## config.mk

```make
export PLATFORM = sky130hd
export DESIGN_NAME = mb_link_buffer
export DESIGN_NICKNAME = d
export VERILOG_FILES = /design/src/rtl/mb_link_pkg.sv /design/src/rtl/mb_link_ctrl.sv /design/src/rtl/mb_pingpong_mem.sv /design/src/rtl/mb_link_buffer.sv
export SDC_FILE = /design/constraint.sdc
export NUM_CORES = 1
export LEC_CHECK = 0
export BUFFER_PORTS_ARGS = -buffer_cell sky130_fd_sc_hd__buf_2
export CAP_MARGIN = 20
export CORE_ASPECT_RATIO = 2
export CORE_MARGIN = 3
export CORE_UTILIZATION = 45
export DETAILED_ROUTE_END_ITERATION = 12
export GPL_ROUTABILITY_DRIVEN = 1
export GPL_TIMING_DRIVEN = 1
export PLACE_DENSITY = 0.72
export SLEW_MARGIN = 10
export SYNTH_ARGS = -nofsm -noshare
export SYNTH_HDL_FRONTEND = slang
export SYNTH_SLANG_ARGS = --single-unit
```

## constraint.sdc

```tcl
create_clock -name clk_i -period 3.4 [get_ports clk_i]
set_clock_uncertainty 0.15 [all_clocks]
set_input_delay 0.17 -clock clk_i [delete_from_list [all_inputs] [get_ports clk_i]]
set_output_delay 0.17 -clock clk_i [all_outputs]
set_load 0.1 [all_outputs]
```

## src/rtl/mb_link_pkg.sv

```systemverilog
package mb_link_pkg;
  typedef enum logic [1:0] {
    ST_IDLE = 2'd0,
    ST_FILL = 2'd1,
    ST_FULL = 2'd2
  } link_state_e;
endpackage

```

## src/rtl/mb_link_ctrl.sv

```systemverilog
module mb_link_ctrl
  import mb_link_pkg::*;
#(
  parameter int MB_WORDS = 16,
  parameter int LEN_W    = $clog2(MB_WORDS + 1),
  parameter int AW       = $clog2(MB_WORDS)
) (
  input  logic             clk_i,
  input  logic             rst_ni,
  input  logic             mb_tick_i,
  input  logic             req_i,
  input  logic [LEN_W-1:0] cfg_len_i,
  input  logic             wr_valid_i,
  output logic             ready_o,
  output logic             busy_o,
  output logic             fresh_o,
  output logic             dup_err_o,
  output logic             underrun_o,
  output logic             wr_en_o,
  output logic [AW-1:0]    wr_addr_o,
  output logic             wr_bank_o,
  output logic             rd_bank_o
);

  localparam logic [LEN_W-1:0] FullLen = LEN_W'(MB_WORDS);

  link_state_e      state_q;
  logic [LEN_W-1:0] cnt_q, len_q, len_eff;
  logic             rd_bank_q, fresh_q, dup_q, und_q;
  logic             last_wr;

  // zero or oversize request means a whole macroblock
  always_comb begin
    if (cfg_len_i == '0 || cfg_len_i > FullLen) len_eff = FullLen;
    else                                         len_eff = cfg_len_i;
  end

  assign wr_en_o   = (state_q == ST_FILL) && wr_valid_i && !mb_tick_i;
  assign wr_addr_o = cnt_q[AW-1:0];
  assign wr_bank_o = ~rd_bank_q;
  assign rd_bank_o = rd_bank_q;
  assign last_wr   = wr_en_o && ((cnt_q + LEN_W'(1)) == len_q);

  assign ready_o    = (state_q == ST_IDLE);
  assign busy_o     = (state_q == ST_FILL);
  assign fresh_o    = fresh_q;
  assign dup_err_o  = dup_q;
  assign underrun_o = und_q;

  always_ff @(posedge clk_i or negedge rst_ni) begin
    if (!rst_ni) begin
      state_q   <= ST_IDLE;
      cnt_q     <= '0;
      len_q     <= '0;
      rd_bank_q <= 1'b0;
      fresh_q   <= 1'b0;
      dup_q     <= 1'b0;
      und_q     <= 1'b0;
    end else if (mb_tick_i) begin
      // marker owns the cycle
      if (state_q == ST_FULL) begin
        rd_bank_q <= ~rd_bank_q;
        fresh_q   <= 1'b1;
      end else begin
        und_q   <= 1'b1;
        fresh_q <= 1'b0;
      end
      state_q <= ST_IDLE;
      cnt_q   <= '0;
    end else begin
      if (req_i) begin
        if (state_q == ST_IDLE) begin
          state_q <= ST_FILL;
          cnt_q   <= '0;
          len_q   <= len_eff;
        end else begin
          dup_q <= 1'b1;
        end
      end
      if (wr_en_o) begin
        cnt_q <= cnt_q + LEN_W'(1);
        if (last_wr) state_q <= ST_FULL;
      end
    end
  end

  p_ready_busy_excl_r2: assert property (@(posedge clk_i) disable iff (!rst_ni)
    !(ready_o && busy_o));

  p_busy_after_req_r2: assert property (@(posedge clk_i) disable iff (!rst_ni)
    (req_i && ready_o && !mb_tick_i) |=> busy_o);

  p_cnt_in_range_r3: assert property (@(posedge clk_i) disable iff (!rst_ni)
    (state_q != ST_IDLE) |-> (len_q != '0 && cnt_q <= len_q));

  p_dup_set_r5: assert property (@(posedge clk_i) disable iff (!rst_ni)
    (req_i && !ready_o && !mb_tick_i) |=> dup_err_o);

  p_dup_sticky_r5: assert property (@(posedge clk_i) disable iff (!rst_ni)
    dup_err_o |=> dup_err_o);

  p_swap_on_full_r6: assert property (@(posedge clk_i) disable iff (!rst_ni)
    (mb_tick_i && state_q == ST_FULL) |=> (rd_bank_o != $past(rd_bank_o)) && fresh_o);

  p_hold_on_underrun_r7: assert property (@(posedge clk_i) disable iff (!rst_ni)
    (mb_tick_i && state_q != ST_FULL) |=> $stable(rd_bank_o) && underrun_o && !fresh_o);

  p_und_sticky_r7: assert property (@(posedge clk_i) disable iff (!rst_ni)
    underrun_o |=> underrun_o);

  p_tick_ready_r9: assert property (@(posedge clk_i) disable iff (!rst_ni)
    mb_tick_i |=> ready_o);

endmodule

```

## src/rtl/mb_pingpong_mem.sv

```systemverilog
module mb_pingpong_mem #(
  parameter int DATA_W   = 16,
  parameter int MB_WORDS = 16,
  parameter int AW       = $clog2(MB_WORDS)
) (
  input  logic              clk_i,
  input  logic              rst_ni,
  input  logic              wr_en_i,
  input  logic              wr_bank_i,
  input  logic [AW-1:0]     wr_addr_i,
  input  logic [DATA_W-1:0] wr_data_i,
  input  logic              rd_bank_i,
  input  logic [AW-1:0]     rd_addr_i,
  output logic [DATA_W-1:0] rd_data_o
);

  localparam int NumBanks = 2;

  logic [DATA_W-1:0] bank_rd [NumBanks];
  logic [DATA_W-1:0] rd_q;

  for (genvar b = 0; b < NumBanks; b++) begin : g_bank
    logic [DATA_W-1:0] mem [MB_WORDS];

    always_ff @(posedge clk_i) begin
      if (wr_en_i && (wr_bank_i == 1'(b))) mem[wr_addr_i] <= wr_data_i;
    end

    assign bank_rd[b] = mem[rd_addr_i];
  end

  always_ff @(posedge clk_i or negedge rst_ni) begin
    if (!rst_ni) rd_q <= '0;
    else         rd_q <= bank_rd[rd_bank_i];
  end

  assign rd_data_o = rd_q;

  p_wr_not_rd_bank_r10: assert property (@(posedge clk_i) disable iff (!rst_ni)
    wr_en_i |-> (wr_bank_i != rd_bank_i));

endmodule

```

## src/rtl/mb_link_buffer.sv

```systemverilog
module mb_link_buffer #(
  parameter int DATA_W   = 16,
  parameter int MB_WORDS = 16,
  parameter int LEN_W    = $clog2(MB_WORDS + 1),
  parameter int AW       = $clog2(MB_WORDS)
) (
  input  logic              clk_i,
  input  logic              rst_ni,
  input  logic              mb_tick_i,
  input  logic              req_i,
  input  logic [LEN_W-1:0]  cfg_len_i,
  input  logic              wr_valid_i,
  input  logic [DATA_W-1:0] wr_data_i,
  output logic              ready_o,
  output logic              busy_o,
  input  logic [AW-1:0]     rd_addr_i,
  output logic [DATA_W-1:0] rd_data_o,
  output logic              fresh_o,
  output logic              dup_err_o,
  output logic              underrun_o
);

  logic          wr_en, wr_bank, rd_bank;
  logic [AW-1:0] wr_addr;

  mb_link_ctrl #(
    .MB_WORDS (MB_WORDS),
    .LEN_W    (LEN_W),
    .AW       (AW)
  ) u_ctrl (
    .clk_i      (clk_i),
    .rst_ni     (rst_ni),
    .mb_tick_i  (mb_tick_i),
    .req_i      (req_i),
    .cfg_len_i  (cfg_len_i),
    .wr_valid_i (wr_valid_i),
    .ready_o    (ready_o),
    .busy_o     (busy_o),
    .fresh_o    (fresh_o),
    .dup_err_o  (dup_err_o),
    .underrun_o (underrun_o),
    .wr_en_o    (wr_en),
    .wr_addr_o  (wr_addr),
    .wr_bank_o  (wr_bank),
    .rd_bank_o  (rd_bank)
  );

  mb_pingpong_mem #(
    .DATA_W   (DATA_W),
    .MB_WORDS (MB_WORDS),
    .AW       (AW)
  ) u_mem (
    .clk_i     (clk_i),
    .rst_ni    (rst_ni),
    .wr_en_i   (wr_en),
    .wr_bank_i (wr_bank),
    .wr_addr_i (wr_addr),
    .wr_data_i (wr_data_i),
    .rd_bank_i (rd_bank),
    .rd_addr_i (rd_addr_i),
    .rd_data_o (rd_data_o)
  );

endmodule

```

== Word-level counts from Yosys, hierarchy flattened ==
Memory sizes are Yosys's and may differ from the RTL's.
Cells that the tools add are included.

* Memories kept: 2
* Bits of input ports: 30
* Output and inout bits: 21
* Word-level logic and storage cells: 55
* Bits in writable memories: 512
* Register bits: 32

* Muxes and demuxes: 18
* Add/subtract/negate cells: 1
* Bitwise gates (word level): 5
* Reduce and logical (&&, ||, !) cells: 16
* Order comparisons: 2
* Equality and inequality tests: 3

{| class="wikitable"
|+ Memories
! memory !! depth !! width !! read ports !! clocked after Yosys merged registers in !! write ports !! RTL line !! RTL
|-
| u_mem.g_bank[0].mem || 16 || 16 || 1 || 0 || 1 || mb_pingpong_mem.sv:23 || <nowiki>logic [DATA_W-1:0] mem [MB_WORDS];</nowiki>
|-
| u_mem.g_bank[1].mem || 16 || 16 || 1 || 0 || 1 || mb_pingpong_mem.sv:23 ||
|}

{| class="wikitable"
|+ Operators by type and width
! kind !! count
|-
| 16-bit 2-to-1 mux || 3
|-
| 5-bit 2-to-1 mux || 5
|-
| 2-bit 2-to-1 mux || 5
|-
| 2-bit AND reduction || 3
|-
| 3-bit AND reduction || 2
|-
| 3-bit nonzero test || 2
|-
| 5-bit by 1-bit adder with 5-bit output, second input constant || 1
|-
| 5-bit equality test || 1
|-
| 5-bit greater-than comparator, second input constant || 1
|-
| 1-bit logical AND || 5
|-
| 5-bit zero test || 1
|-
| 1-bit 2-to-1 mux || 5
|-
| 1-bit inverter || 4
|-
| 2-bit by 1-bit equality test with 1-bit output, second input constant || 1
|-
| 2-bit equality test, second input constant || 1
|-
| 2-bit >= comparator, second input constant || 1
|-
| 2-bit zero test || 1
|-
| 1-bit inverter with 2-bit output || 1
|-
| 1-bit zero test || 1
|-
| 1-bit logical OR || 1
|}

== Logic depth before layout (Yosys ltp) ==
* Word-level depth: 7
* Gate-level depth with buffers: 8
* Gate-level depth less buffers: 6

== Cells and area by module ==
A second synthesis with hierarchy kept.

* Cells, all modules: 1231
* Area, all modules: 21505.6 um^2

{| class="wikitable"
|+ Modules (own cells, without submodules)
! module !! cells each !! instances !! area an instance (um^2)
|-
| mb_pingpong_mem || 1148 || 1 || 20618.5
|-
| mb_link_ctrl || 83 || 1 || 887.1
|}

== Least setup slack after synthesis ==
OpenSTA, ideal clock, no wires.

* Path type: reg2reg
* From: reg u_ctrl.state_q[1]
* To: mem u_mem.g_bank[1].mem[7][0] (enable)
* Library setup time: 0.409 ns
* Stages on the path, launching flop included: 5
* Path buffers: 1
* Data arrival time: 2.163 ns
* Period minus slack after synthesis: 2.723 ns
* Setup slack: 0.677 ns
* Cells stage by stage: dfrtp_1 -> clkbuf_1 -> nor3_4 -> nand2_1 -> nor3_1

* Longest elaborated chain between the ends: 6

{| class="wikitable"
|+ RTL lines
! item !! RTL line !! RTL
|-
| start: declaration || mb_link_ctrl.sv:27 || <nowiki>link_state_e state_q;</nowiki>
|-
| start signal: assignment || mb_link_ctrl.sv:52 || <nowiki>state_q <= ST_IDLE;</nowiki>
|-
| start signal: assignment || mb_link_ctrl.sv:68 || <nowiki>state_q <= ST_IDLE;</nowiki>
|-
| start signal: assignment || mb_link_ctrl.sv:73 || <nowiki>state_q <= ST_FILL;</nowiki>
|-
| 2-bit by 1-bit equality test with 1-bit output || mb_link_ctrl.sv:38 || <nowiki>assign wr_en_o = (state_q == ST_FILL) && wr_valid_i && !mb_tick_i;</nowiki>
|-
| 1-bit logical AND (2 in a row) || mb_link_ctrl.sv:38 ||
|-
| 1-bit logical AND || mb_pingpong_mem.sv:26 || <nowiki>if (wr_en_i && (wr_bank_i == 1'(b))) mem[wr_addr_i] <= wr_data_i;</nowiki>
|-
| 1-bit 2-to-1 mux || mb_pingpong_mem.sv:26 ||
|-
| 1-bit 2-to-1 mux (not written as such) || mb_pingpong_mem.sv:26 ||
|-
| end: declaration || mb_pingpong_mem.sv:23 ||
|}

No other way between the ends.

== Worst setup path in the final report ==
* From: reg u_ctrl.state_q[0]
* To: mem u_mem.g_bank[1].mem[12][5] (enable)

The elaborated chain is that of the path after synthesis.

==> results.txt <==
----------------------------------------------------
[Outcome]
  Run status ... finished clean

[Timing]
  Final count of hold timing violations ... 0
  Actual slew at the worst max-slew pin ... 0.976 ns
  Max Fclk ... 0.367 GHz
  Setup repair after global routing missed its margin ... false
  Post-route fraction of the period consumed by the critical path ... 0.802
  Count of pins over their slew limit ... 0
  Worst hold-check slack ... 0.0264 ns
  Relative max-transition margin ... 0.349
  Final setup fails ... 0
  Setup_tns ... 0 ns
  Worst setup slack after layout ... 0.673 ns
  Shortest period the worst path allows ... 2.73 ns

[Power and ir drop]
  Leak ... about 0.0085 uW
  Worst voltage drop across the vdd grid ... around 0.42 mV
  Power, Total ... 13700 uW
  Power density of the placed cells ... 568 nW/um^2

[Global routing]
  Initial antenna violation count ... 1
  Global-route wire length before repair ... ~73000 um
  Pin count of the biggest net entering global routing ... 51
  Total gr overflow ... 0
  Vias in the first global route ... 11900
  Total GRT Usage ... 0.192

[Yosys]
  Flops & latches, synth ... 544
  Sequential share of the synthesized area ... 0.754
  Synthesized area ... 21500 sq um
  YS warnings ... 0
  Yosys top cell by area ... edfxtp_1
  Mean instance size in the synthesized netlist ... 17.4 sq um
  Fraction of synthesized cell area taken by the top area cell type ... 0.716
  Distinct cell type count after synthesis ... 42
  Synth top area cells ... edfxtp_1 (72%), mux2i_1 (12%), dfrtp_1 (3.7%), a22oi_1 (2.2%), a22o_1 (1.4%)
  Post-Syn Nets ... 1267
  Cell count after synthesis ... 1232

[Worst setup path]
  Nature of the critical path startpoint ... flop
  Critical setup path kind ... reg2reg
  Worst Setup End Kind ... flop
  Arrival time worst endpoint ... about 2.8 ns
  Critical-path maximum fanout ... 10
  Required time of the worst setup path ... around 3.5 ns

[Clock tree]
  Clk Latency, worst-skew pair ... approximately 0.55 ns
  H-tree depth reported by CTS ... 2
  Setup bufs post-CTS ... 0
  Root Driver ... clkbuf_16
  Sink Count ... 544
  Total CTS buffers ... 42
  TritonCTS clock tree ... built
  Register clock-pin slew on the reported worst setup and hold paths ... about 0.07 ns
  Clock tree buffer depth ... 3

[Hold path]
  Class of the tightest hold or removal check ... in2reg

[Die]
  Die Area ... 50500 sq um
  Number of rows created at floorplan ... 112
  Placeable core area ... 46900 sq um
  Starting density of the core ... 0.457
  Die height ... ~310 um
  Number of I/O pins ... 51
  Die X ... roughly 160 um

[Placement]
  Post-Place Setup Slack ... ~0.68 ns
  Placed inst area ... around 23000 sq um
  Final GP Congestion ... 0.879
  Detail Placement HPWL ... 31300 um
  # port buffers ... 50

[Final layout]
  Antenna fix cells ... 0
  Sequential cell area ... 16200 sq um
  Total area of multi-input combinational cells ... 4760 sq um
  Area growth from synthesis to layout ... 12.6%
  Number of inserted filler cells in the final layout ... 3713
  Ratio of cells with drive above 1 in the final layout ... 0.145
  Net total in the final layout ... 1368
  Finished Cell Area ... 24200 sq um

[Drt]
  Number of violations reported at the end of detailed-routing iteration 0 ... roughly 1000
  Post-route DRC violation count ... 0
  Routed via count ... 11300
  Post-detailed-route wirelength per cell ... 24.6 um
  Number of routed nets with antenna violations ... 0
  WL final ... a little under 50000 um
  Vias/cell ... 5.68
  Detailed Routing Iterations Pass 1 ... 5

[Job]
  Max-cap violations ... 0

----------------------------------------------------
power by group:
group	internal [uW]	switching, uW	total [uW]
registers	7390	57.2	7450
logic	312	952	1260
clock network	2770	2250	5020
worst max-delay path: stages (launching register included):
cell     delay [ns]
dfrtp_1        0.46
nand2_2        0.12
or3_1          0.42
nor2_2         0.16
nand2_1        0.14
nor2_1         0.65
buf_4          0.33
cell usage in the layout, fill, tap and decap left out, drive strengths merged, types with 12 or more instances in the layout:
| cell type | n |
|---|---|
| dlygate4sd3 | 23 |
| nor3 | 22 |
| nand3 | 39 |
| buf | 108 |
| o21ai | 12 |
| nand4 | 16 |
| a22o | 34 |
| clkbuf | 55 |
| a22oi | 64 |
| nand2 | 47 |
| nor2 | 32 |
| edfxtp | 512 |
| dfrtp | 32 |
| a31oi | 16 |
| mux2i | 256 |
| a21oi | 34 |
kinds of logic (layout without fill, tap and decap cells):
group | Yosys count | after routing | synth area share
flops | 544 | 544 | 0.754
mux | 256 | 256 | 0.119
simple gates | 176 | 176 | 0.0405
compound gates | 162 | 162 | 0.0525
buf+inv | 80 | 214 | 0.0272
xor+xnor | 9 | 9 | 0.00367
fa+ha+maj | 5 | 5 | 0.00292
per-stage QoR:
stage,util,std cells
floorplan,-,1232
global placement,0.480,1893
detailed placement,0.480,1893
CTS,0.514,1993
global route,0.514,1993
finish,0.514,1993
state kept, by name, summed over array words and instances (netlist names):
name / flops
u_ctrl.cnt_q: 5
u_ctrl.dup_err_o: 1
u_ctrl.fresh_o: 1
u_ctrl.len_q: 5
u_ctrl.rd_bank_o: 1
u_ctrl.state_q: 2
u_ctrl.underrun_o: 1
u_mem.g_bank.mem: 512
u_mem.rd_data_o: 16
Yosys cell counts:
cell,number
a21oi_1,34
a22o_1,34
a22oi_1,64
a31oi_1,16
and2_1,1
buf_1,2
buf_12,5
buf_2,20
buf_4,19
buf_6,5
buf_8,6
clkbuf_1,16
clkbuf_2,1
dfrtp_1,32
edfxtp_1,512
ha_1,5
inv_1,6
mux2i_1,256
nand2_1,46
nand2_2,1
nand2b_1,9
nand3_1,37
nand3_2,2
nand3b_1,1
nand4_1,16
nor2_1,30
nor2_2,1
nor2_4,1
nor2b_1,3
nor3_1,21
nor3_4,1
nor4_2,1
o21ai_0,8
o21ai_1,4
o21ba_1,1
o21bai_1,1
or2_1,1
or2_2,1
or3_1,2
or4_1,1
xnor2_1,6
xor2_1,3
path summary, 6_finish.rpt:
kind                                   start  slack, ns  depth (start not counted)                         end
hold / removal                  wr_data_i[7]       0.03                          1   u_mem.g_bank[0].mem[1][7]
hold reg to reg            u_ctrl.underrun_o       0.32                          1           u_ctrl.underrun_o
setup / recovery           u_ctrl.state_q[0]       0.67                          6  u_mem.g_bank[1].mem[12][5]
setup reg to reg           u_ctrl.state_q[0]       0.67                          6  u_mem.g_bank[1].mem[12][5]
min in group asynchronous             rst_ni       0.16                          2             u_ctrl.len_q[0]
max in group asynchronous             rst_ni       2.34                          2          u_mem.rd_data_o[4]
area by class of cell:
class,count,area share
well taps,627,0.0325
inverters,6,0.000932
clock inverters,22,0.00974
repair buffers,131,0.0414
flip-flops and latches,544,0.670
clock buffers,55,0.0486
multi-input cells,608,0.197
repair_timing:
item	4_1_cts	5_1_grt
gates resized for setup	0	0
endpoints found under the setup margin	0	0
hold buffers	23	0
hold endpoints to repair	249	0
layer usage:
layer,track usage,routed length [um]
met1,0.209,17200
met2,0.366,27200
met3,0.0187,2100
met4,0.100,2520
met5,0,13
(Power assumes the default switching activity.)
